### config.mk
export PLATFORM = sky130hd
export DESIGN_NAME = nvd_pin_decoder
export DESIGN_NICKNAME = d
export VERILOG_FILES = /design/src/rtl/nvd_pkg.sv /design/src/rtl/nvd_sync.sv /design/src/rtl/nvd_mode_decode.sv /design/src/rtl/nvd_trigger.sv /design/src/rtl/nvd_pin_decoder.sv
export SDC_FILE = /design/constraint.sdc
export NUM_CORES = 1
export LEC_CHECK = 0
export BUFFER_PORTS_ARGS = -buffer_cell sky130_fd_sc_hd__buf_2
export CAP_MARGIN = 20
export CORE_AREA = 8 8 45 47
export CTS_BUF_LIST = sky130_fd_sc_hd__clkbuf_2
export DETAILED_ROUTE_END_ITERATION = 10
export DIE_AREA = 0 0 53 55
export GPL_ROUTABILITY_DRIVEN = 0
export SYNTH_ARGS = -nofsm -noshare
export SYNTH_HDL_FRONTEND = slang
export SYNTH_SLANG_ARGS = --single-unit
export TNS_END_PERCENT = 50
### constraint.sdc
create_clock -name clk -period 2.4 [get_ports clk]
set_input_delay 0.72 -clock clk [delete_from_list [all_inputs] [get_ports clk]]
set_output_delay 0.72 -clock clk [all_outputs]
set_load 0.01 [all_outputs]
### src/rtl/nvd_pkg.sv
package nvd_pkg;

   typedef struct packed {
      logic ce_n;
      logic oe_n;
      logic we_n;
      logic nv_n;
   } nvd_pins_t;

   typedef enum logic [2:0] {
      NVD_IDLE,
      NVD_READ,
      NVD_WRITE,
      NVD_SAVE,
      NVD_RESTORE
   } nvd_mode_e;

   function automatic nvd_mode_e nvd_classify(input nvd_pins_t p);
      nvd_mode_e m;
      m = NVD_IDLE;
      if (!p.ce_n) begin
         if (p.nv_n) begin
            if (!p.we_n)      m = NVD_WRITE;
            else if (!p.oe_n) m = NVD_READ;
         end else begin
            if (!p.we_n && p.oe_n)      m = NVD_SAVE;
            else if (p.we_n && !p.oe_n) m = NVD_RESTORE;
         end
      end
      return m;
   endfunction

endpackage

### src/rtl/nvd_sync.sv
module nvd_sync #(
   parameter int          W       = 4,
   parameter int          STAGES  = 2,
   parameter logic [W-1:0] RST_VAL = '1
) (
   input  logic         clk,
   input  logic         rst_n,
   input  logic [W-1:0] d,
   output logic [W-1:0] q
);
   logic [W-1:0] stg [STAGES];

   if (STAGES < 2) begin : g_bad_depth
      $error("nvd_sync needs at least two stages");
   end

   for (genvar i = 0; i < STAGES; i++) begin : g_stage
      if (i == 0) begin : g_first
         always_ff @(posedge clk or negedge rst_n) begin
            if (!rst_n) stg[0] <= RST_VAL;
            else        stg[0] <= d;
         end
      end else begin : g_next
         always_ff @(posedge clk or negedge rst_n) begin
            if (!rst_n) stg[i] <= RST_VAL;
            else        stg[i] <= stg[i-1];
         end
      end
   end

   assign q = stg[STAGES-1];
endmodule

### src/rtl/nvd_mode_decode.sv
module nvd_mode_decode
   import nvd_pkg::*;
(
   input  nvd_pins_t pins,
   output logic      is_read,
   output logic      is_write,
   output logic      is_save,
   output logic      is_restore
);
   nvd_mode_e mode;

   always_comb begin
      mode       = nvd_classify(pins);
      is_read    = 1'b0;
      is_write   = 1'b0;
      is_save    = 1'b0;
      is_restore = 1'b0;
      case (mode)
         NVD_READ:    is_read    = 1'b1;
         NVD_WRITE:   is_write   = 1'b1;
         NVD_SAVE:    is_save    = 1'b1;
         NVD_RESTORE: is_restore = 1'b1;
         default:     ;
      endcase
   end
endmodule

### src/rtl/nvd_trigger.sv
module nvd_trigger (
   input  logic clk,
   input  logic rst_n,
   input  logic cond,
   input  logic busy,
   input  logic gate,
   output logic req
);
   logic cond_q;
   logic req_q;

   always_ff @(posedge clk or negedge rst_n) begin
      if (!rst_n) begin
         cond_q <= 1'b0;
         req_q  <= 1'b0;
      end else begin
         cond_q <= cond;
         req_q  <= cond && !cond_q && !busy && gate;
      end
   end

   assign req = req_q;


   req_pulse_chk: assert property (@(posedge clk) disable iff (!rst_n)
      req_q |=> !req_q);


   req_idle_chk: assert property (@(posedge clk) disable iff (!rst_n)
      req_q |-> !$past(busy));


   req_entry_chk: assert property (@(posedge clk) disable iff (!rst_n)
      req_q |-> ($past(cond) && !$past(cond_q)));
endmodule

### src/rtl/nvd_pin_decoder.sv
module nvd_pin_decoder
   import nvd_pkg::*;
#(
   parameter int SYNC_STAGES = 2,
   parameter bit SUPPLY_SYNC = 1'b1
) (
   input  logic clk,
   input  logic rst_n,
   input  logic ce_n,
   input  logic oe_n,
   input  logic we_n,
   input  logic nv_n,
   input  logic supply_ok,
   input  logic busy,
   output logic rd_en,
   output logic wr_en,
   output logic dq_oe,
   output logic store_req,
   output logic recall_req
);
   localparam int PIN_W = $bits(nvd_pins_t);

   nvd_pins_t pins_s;
   logic      supply_s;
   logic      is_read, is_write, is_save, is_restore;

   if (SYNC_STAGES < 2) begin : g_bad_stages
      $error("SYNC_STAGES must be at least 2");
   end

   if (SUPPLY_SYNC) begin : g_sup_sync
      logic [PIN_W:0] raw, syn;
      assign raw = {supply_ok, ce_n, oe_n, we_n, nv_n};
      nvd_sync #(.W(PIN_W+1), .STAGES(SYNC_STAGES),
                 .RST_VAL({1'b0, {PIN_W{1'b1}}})) u_sync (
         .clk(clk), .rst_n(rst_n), .d(raw), .q(syn));
      assign pins_s   = nvd_pins_t'(syn[PIN_W-1:0]);
      assign supply_s = syn[PIN_W];
   end else begin : g_sup_direct
      logic [PIN_W-1:0] raw, syn;
      assign raw = {ce_n, oe_n, we_n, nv_n};
      nvd_sync #(.W(PIN_W), .STAGES(SYNC_STAGES),
                 .RST_VAL({PIN_W{1'b1}})) u_sync (
         .clk(clk), .rst_n(rst_n), .d(raw), .q(syn));
      assign pins_s   = nvd_pins_t'(syn);
      assign supply_s = supply_ok;
   end

   nvd_mode_decode u_dec (
      .pins(pins_s), .is_read(is_read), .is_write(is_write),
      .is_save(is_save), .is_restore(is_restore));

   nvd_trigger u_save (
      .clk(clk), .rst_n(rst_n), .cond(is_save), .busy(busy),
      .gate(supply_s), .req(store_req));

   nvd_trigger u_restore (
      .clk(clk), .rst_n(rst_n), .cond(is_restore), .busy(busy),
      .gate(1'b1), .req(recall_req));

   assign rd_en = is_read  && !busy;
   assign wr_en = is_write && !busy;
   assign dq_oe = rd_en;


   bus_quiet_chk: assert property (@(posedge clk) disable iff (!rst_n)
      wr_en |-> !dq_oe);


   save_supply_chk: assert property (@(posedge clk) disable iff (!rst_n)
      store_req |-> $past(supply_s));


   req_excl_chk: assert property (@(posedge clk) disable iff (!rst_n)
      store_req |-> !recall_req);
endmodule

==> results of run 1 <==
==> path summary, 6_finish.rpt <==
path	slack [ns]	end	from	depth (start not counted)
min in group clk	0.36	g_sup_sync.u_sync.q[1]	g_sup_sync.u_sync.stg[6]	0
max	0.20	dq_oe	g_sup_sync.u_sync.q[1]	3
min reg2reg	0.36	g_sup_sync.u_sync.q[1]	g_sup_sync.u_sync.stg[6]	0
max in group asynchronous	1.80	g_sup_sync.u_sync.q[1]	rst_n	1
max reg2reg	1.23	u_restore.req	g_sup_sync.u_sync.q[1]	2
min	0.32	u_restore.req	rst_n	1
==> power by group through the flow <==
stage	Sequential, uW	Clock [uW]	Combinational, uW
after global routing	258	125	19.2
after CTS	257	113	17.0
after floorplan	260	0	5.04
final	256	104	16.3
after global placement	260	0	16.1
after detailed placement	261	0	16.9
==> logic make-up after synthesis <==
family	Yosys count	synth area share [%]
flip-flops	14	82.3
buffers and inverters	1	1.71
AND/OR/NAND/NOR	9	16.0
==> registers in the layout, summed over array words and instances, names as in the netlist <==
| register | flops |
|---|---|
| g_sup_sync.u_sync.q | 5 |
| u_save.cond_q | 1 |
| u_restore.req | 1 |
| g_sup_sync.u_sync.stg | 5 |
| u_restore.cond_q | 1 |
| u_save.req | 1 |
==> cells in the final DEF (no fill, tap or decap) <==
| master | n |
|---|---|
| sky130_fd_sc_hd__buf_2 | 12 |
| sky130_fd_sc_hd__dfstp_2 | 8 |
| sky130_fd_sc_hd__dfrtp_1 | 6 |
| sky130_fd_sc_hd__clkbuf_2 | 3 |
| sky130_fd_sc_hd__nor2_1 | 2 |
| sky130_fd_sc_hd__nor4b_1 | 1 |
| sky130_fd_sc_hd__nor4b_2 | 1 |
| sky130_fd_sc_hd__nand2b_1 | 1 |
| sky130_fd_sc_hd__nor3_1 | 1 |
| sky130_fd_sc_hd__or3b_1 | 1 |
| sky130_fd_sc_hd__nor4_2 | 1 |
| sky130_fd_sc_hd__and3_1 | 1 |
| sky130_fd_sc_hd__clkinv_1 | 1 |
==> metal layers <==
layer / global-route usage, % / vias up / routed length [um]
met5: 0 / - / 0
met4: 5.17 / 0 / 23
met3: 4.28 / 3 / 108
met2: 5.86 / 16 / 212
met1: 5.36 / 105 / 275
li1: - / 111 / -
==> final cells by class <==
cell class / count / area, um^2 / share of cell area [%]
Tap cell: 16 / 20.0 / 3.78
Clock buffer: 3 / 15.0 / 2.84
Sequential cell: 14 / 360 / 68.1
Multi-Input combinational cell: 9 / 70.1 / 13.2
Timing Repair Buffer: 12 / 60.1 / 11.3
Clock inverter: 1 / 3.75 / 0.709
==> worst max-delay path, delay by kind of cell (launching register included) <==
family / cells / cell delay (ns)
buffers and inverters: 1 / 0.15
flip-flops: 1 / 0.57
AND/OR/NAND/NOR: 2 / 0.50
==> stage by stage <==
stage | total power (uW) | utilization (%)
6_report | 377 | 38.2
5_1_grt | 401 | 38.2
4_1_cts | 386 | 38.2
3_5_place_dp | 277 | 36.9
3_3_place_gp | 276 | 36.9
2_1_floorplan | 265 | -
==> out/results.md, run 1 <==
| Item | Reported |
|---|---|
| Result of the run | finished, final reports clean |
| Final number of setup-violating endpoints | 0 |
| Maximum number of pins on one net before global-route repair | 15 |
| Total global routing track utilization | 5.09% |
| Unrepaired setup endpoints after global routing | false |
| Count of unique library cells instantiated by Yosys | 11 |
| Final-stage net count | 48 |
| Clock buffer depth | 2 |
| Total CTS buffers | 3 |
| Die width | 53 um |
| Post-synth ARST share | 100% |
| Hold Worst Slack | 0.315 ns |
| Cell internal power dissipation | 295 uW |
| Setup slack of the critical path after layout | 0.196 ns |
| Clock Latency Late Sink | 0.27 ns |
| Hold violation count in the final report | 0 |
| Vias in the first global route | 239 |
| Top post-synthesis cells by area | sky130_fd_sc_hd__dfstp_2, sky130_fd_sc_hd__dfrtp_1, sky130_fd_sc_hd__nor4b_2 |
| DRC errors left | 0 |
| Type of the worst setup path | flip-flop to output port |
| Highest attainable clock frequency | 454 MHz |
| Count of buffers inserted at the top-level ports | 12 |
| Initial antenna violation count | 0 |
| Place WS | 0.193 ns |
| Number of vias per cell after detailed routing | 4.27 |
| Post-synth top area cell | sky130_fd_sc_hd__dfstp_2 |
| Capturing element type of the critical path | output port |
| Cell area after technology mapping | 438 um^2 |
| Headroom to the max-slew limit | 80.3% |
| Crit path max-delay cell type | sky130_fd_sc_hd__dfstp_2 |
| Post-CTS clock slew at the launch and capture registers of the worst setup and hold paths | 0.12 ns |
| Sequential Power Share | 68.1% |
| Fillcell total | 133 |
| Top flip-flop cell by instance count after synthesis | sky130_fd_sc_hd__dfstp_2 |
| Height of the die | 55 um |
| Max-cap viol count | 0 |
| Wire length reported by the detailed router | 620 um |
| CTS sink cnt | 14 |
| Via count | 235 |
| Power Density | 712 mW/mm^2 |
| Clock skew after layout | 0.00710 ns |
| Post-place instance area | 510 um^2 |
| Final cell count without fillers | 55 |
| Floorplan die area | 0.00292 mm^2 |
| Post-CTS resize count | 0 |
| Crit-path max FO | 4 |
| Data required time at the worst endpoint | 1.68 ns |
| Routed len/inst | 11.3 um |
| Antenna Nets Post-Route | 0 |
| Portion of total power attributed to the clock network | 27.6% |
| Net switching component of the power | 81.5 uW |
| First-pass GRT wire length | 1.01 mm |
| Seq/Total Area, Yosys | 82.3% |
| Static Leakage | 0.000251 uW |
| Synth Register Bits | 14 |
| Finished Cell Area | 529 um^2 |
| Remaining global-route overflow | 0 |
| N_diodes | 0 |
| Slowest Stage Delay on Critical Path | 0.57 ns |
| Count of standard-cell rows | 14 |
| Number of DRC markers in iteration 0 | 2 |
| Clock tree from TritonCTS | yes |
| Final slew viol count | 0 |
| Count of hold-fix buffers inserted at cts | 0 |
| Worst-path cell chain | or3b_1, nor2_1, buf_2 |
| Post-synthesis average cell area | 18.2 um^2 |
| Starting Density | 31.6% |
| Comb pwr share | 4.3% |
| Initial DRT Pass Iterations | 2 |
| Synthesized netlist net count | 32 |
| Slew @ Worst Pin | 0.296 ns |
| Switching part of the total | 21.6% |
| Share of cells above drive strength 1 | 64.1% |
| Post CTS Setup Buffer Count | 0 |
| Htree depth | 1 |
| Cell with the most instances after synthesis | sky130_fd_sc_hd__dfstp_2 |
| Hold WC Path Type | primary input to async pin |
| Share of the clock period used by the worst path | 91.9% |
| Floorplan core area | 0.00138 mm^2 |
| Number of instances in the synthesized netlist | 24 |
| Number of enable flip-flop cells after synthesis | 0 |
| Clock Tree Root | sky130_fd_sc_hd__clkbuf_2 |
| Final worst path period need | 2.20 ns |
| Max IR drop VDD | 0.245 mV |
| Worst EP arrival | 1.48 ns |
| Number of placed cells counting well taps | 51 |
| Number of warning messages in the yosys log | 0 |
| Top-level I/O count | 13 |
| Area share of the largest cell type after synthesis | 48.0% |
| P&R area growth vs syn | 20.9% |
| Most numerous cell types in the synthesized netlist | sky130_fd_sc_hd__dfstp_2, sky130_fd_sc_hd__dfrtp_1, sky130_fd_sc_hd__nor2_1 |
| Final-layout setup total negative slack | 0 ns |
| Crit start category | flip-flop |
Power figures use the tool's default switching activity.
==> inputs of run 2 (changes only) <==
Clock period 2.4 ns to 2.17 ns, I/O delays scaled along.
==> run 2 against run 1 <==
Effect of this change:
- die area unchanged
- via count grew 1.7%
- design area up 2.4%
- non-clock buffer count is 1 higher
- clock skew rose by 0.0033 ns
- wire length grew 6.8%
- worst hold slack lost 0.069 ns
- cell count up 1.8%
- worst setup slack got worse by 0.10 ns
- critical endpoint unchanged
==> out/results.md, run 2 (synthesized netlist as in run 1, its figures left out) <==
| Item | Reported |
|---|---|
| Finished Cell Area | 542 um^2 |
| Final number of setup-violating endpoints | 0 |
| Worst r2r src | g_sup_sync.u_sync.q[1] |
| Share of the clock period used by the worst path | 95.6% |
| Worst EP arrival | 1.42 ns |
| Final-layout setup total negative slack | 0 ns |
| Result of the run | finished, final reports clean |
| Maximum number of pins on one net before global-route repair | 15 |
| DRC errors left | 0 |
| Floorplan core area | 0.00138 mm^2 |
| Hold Worst Slack | 0.246 ns |
| CTS sink cnt | 14 |
| Clock Tree Root | sky130_fd_sc_hd__clkbuf_2 |
| Die width | 53 um |
| End of the worst register-to-register path | u_restore.req |
| Headroom to the max-slew limit | 80.5% |
| Portion of total power attributed to the clock network | 27.2% |
| Top-level I/O count | 13 |
| Final HPWL from detailed placement | 499 um |
| Type of the worst setup path | flip-flop to output port |
| Total global routing track utilization | 5.53% |
| Routed len/inst | 11.8 um |
| Static Leakage | 0.000256 uW |
| Net switching component of the power | 89.5 uW |
| Post-CTS clock slew at the launch and capture registers of the worst setup and hold paths | 0.12 ns |
| Flop2flop setup slack | 0.99 ns |
| Floorplan die area | 0.00292 mm^2 |
| Remaining global-route overflow | 0 |
| Count of buffers inserted at the top-level ports | 12 |
| Final-stage net count | 49 |
| Crit start category | flip-flop |
| Most frequent cells in the layout | sky130_fd_sc_hd__buf_2, sky130_fd_sc_hd__dfstp_2, sky130_fd_sc_hd__dfrtp_1, sky130_fd_sc_hd__clkbuf_2 |
| Height of the die | 55 um |
| Switching part of the total | 21.4% |
| First-pass GRT wire length | 1.10 mm |
| Final slew viol count | 0 |
| Clock skew after layout | 0.0104 ns |
| Crit-path max FO | 2 |
| Clock buffer depth | 2 |
| Max IR drop VDD | 0.339 mV |
| Leading cell type in the layout, fill and taps excluded | sky130_fd_sc_hd__buf_2 |
| Count of hold-fix buffers inserted at cts | 0 |
| Final worst path period need | 2.08 ns |
| Highest attainable clock frequency | 482 MHz |
| Number of vias per cell after detailed routing | 4.27 |
| Data required time at the worst endpoint | 1.52 ns |
| Post-place instance area | 510 um^2 |
| Vias in the first global route | 263 |
| Initial antenna violation count | 0 |
| Clock Latency Late Sink | 0.26 ns |
| Utilization of the core after routing | 39.2% |
| N_diodes | 0 |
| Sequential Power Share | 67.8% |
| Initial DRT Pass Iterations | 1 |
| Clock tree from TritonCTS | yes |
| Share of cells above drive strength 1 | 70.0% |
| Wire length reported by the detailed router | 662 um |
| Total CTS buffers | 3 |
| Comb pwr share | 5.0% |
| Power Density | 771 mW/mm^2 |
| Capturing element type of the critical path | output port |
| Number of DRC markers in iteration 0 | 0 |
| P&R area growth vs syn | 23.7% |
| Slew @ Worst Pin | 0.293 ns |
| Max-cap viol count | 0 |
| Count of standard-cell rows | 14 |
| Antenna Nets Post-Route | 0 |
| Hold violation count in the final report | 0 |
| Htree depth | 1 |
| Unrepaired setup endpoints after global routing | false |
| Starting Density | 31.6% |
| Hold WC Path Type | primary input to async pin |
| Via count | 239 |
| Worst Reg2Reg Path Length in Cells | 2 |
| Cell internal power dissipation | 328 uW |
| Fillcell total | 138 |
run 2: cell count changes in the layout (fill, tap and decap cells not counted):
| cell | previous run | this run |
|---|---|---|
| sky130_fd_sc_hd__buf_4 | 0 | 1 |
| sky130_fd_sc_hd__or3b_1 | 1 | 0 |
| sky130_fd_sc_hd__or3b_4 | 0 | 1 |
| sky130_fd_sc_hd__nor2_2 | 0 | 1 |
| sky130_fd_sc_hd__nor2_1 | 2 | 1 |
run 2: repair_timing:
action / 4_1_cts / 5_1_grt
buffers inserted: 1 / 0
setup endpoints to repair: 2 / 2
resized for setup: 0 / 2
run 2: power groups by stage:
stage	combinational [uW]	clock (uW)	sequential, uW
2_1_floorplan	5.58	0	287
3_3_place_gp	17.9	0	288
3_5_place_dp	18.8	0	289
4_1_cts	20.7	122	283
5_1_grt	24.3	143	285
6_report	21.0	114	283
run 2: critical path: stages, from the launching register on:
cell,delay (ns)
sky130_fd_sc_hd__dfstp_2,0.55
sky130_fd_sc_hd__or3b_4,0.38
sky130_fd_sc_hd__nor2_2,0.09
sky130_fd_sc_hd__buf_2,0.13
run 2: how the worst max path moves through the flow:
stage                     slack [ns]  endpoint                    from  depth (start not counted)
final                           0.09     dq_oe  g_sup_sync.u_sync.q[1]                          3
after global routing           0.004     dq_oe  g_sup_sync.u_sync.q[1]                          3
after CTS                       0.03     dq_oe  g_sup_sync.u_sync.q[1]                          3
after detailed placement         0.1     dq_oe                    busy                          4
after global placement          0.12     dq_oe                    busy                          4
after floorplan                 0.12     rd_en                    busy                          3
run 2: final cells by class:
| class | count | area, um^2 | share of cell area [%] |
|---|---|---|---|
| flip-flops and latches | 14 | 360 | 66.5 |
| multi-input cells | 9 | 75.1 | 13.9 |
| repair buffers | 13 | 67.6 | 12.5 |
| well taps | 16 | 20.0 | 3.70 |
| clock buffers | 3 | 15.0 | 2.77 |
| clock inverters | 1 | 3.75 | 0.693 |
run 2: layer usage:
layer / global-route usage (%) / share of wire [%] / vias to the layer above / wire length, um
met2: 7.81 / 40 / 13 / 268
met5: 0 / 0 / - / 0
li1: - / - / 113 / -
met3: 4.55 / 16 / 0 / 107
met4: 5.17 / 0 / 0 / 0
met1: 4.88 / 43 / 113 / 285
run 2: stage by stage:
step / power [uW] / cells / setup slack, ns
2_1_floorplan: 293 / 24 / 0.121
3_3_place_gp: 305 / 51 / 0.122
3_5_place_dp: 307 / 51 / 0.0974
4_1_cts: 426 / 56 / 0.0278
5_1_grt: 452 / 56 / 0.00375
6_report: 418 / 56 / 0.0947
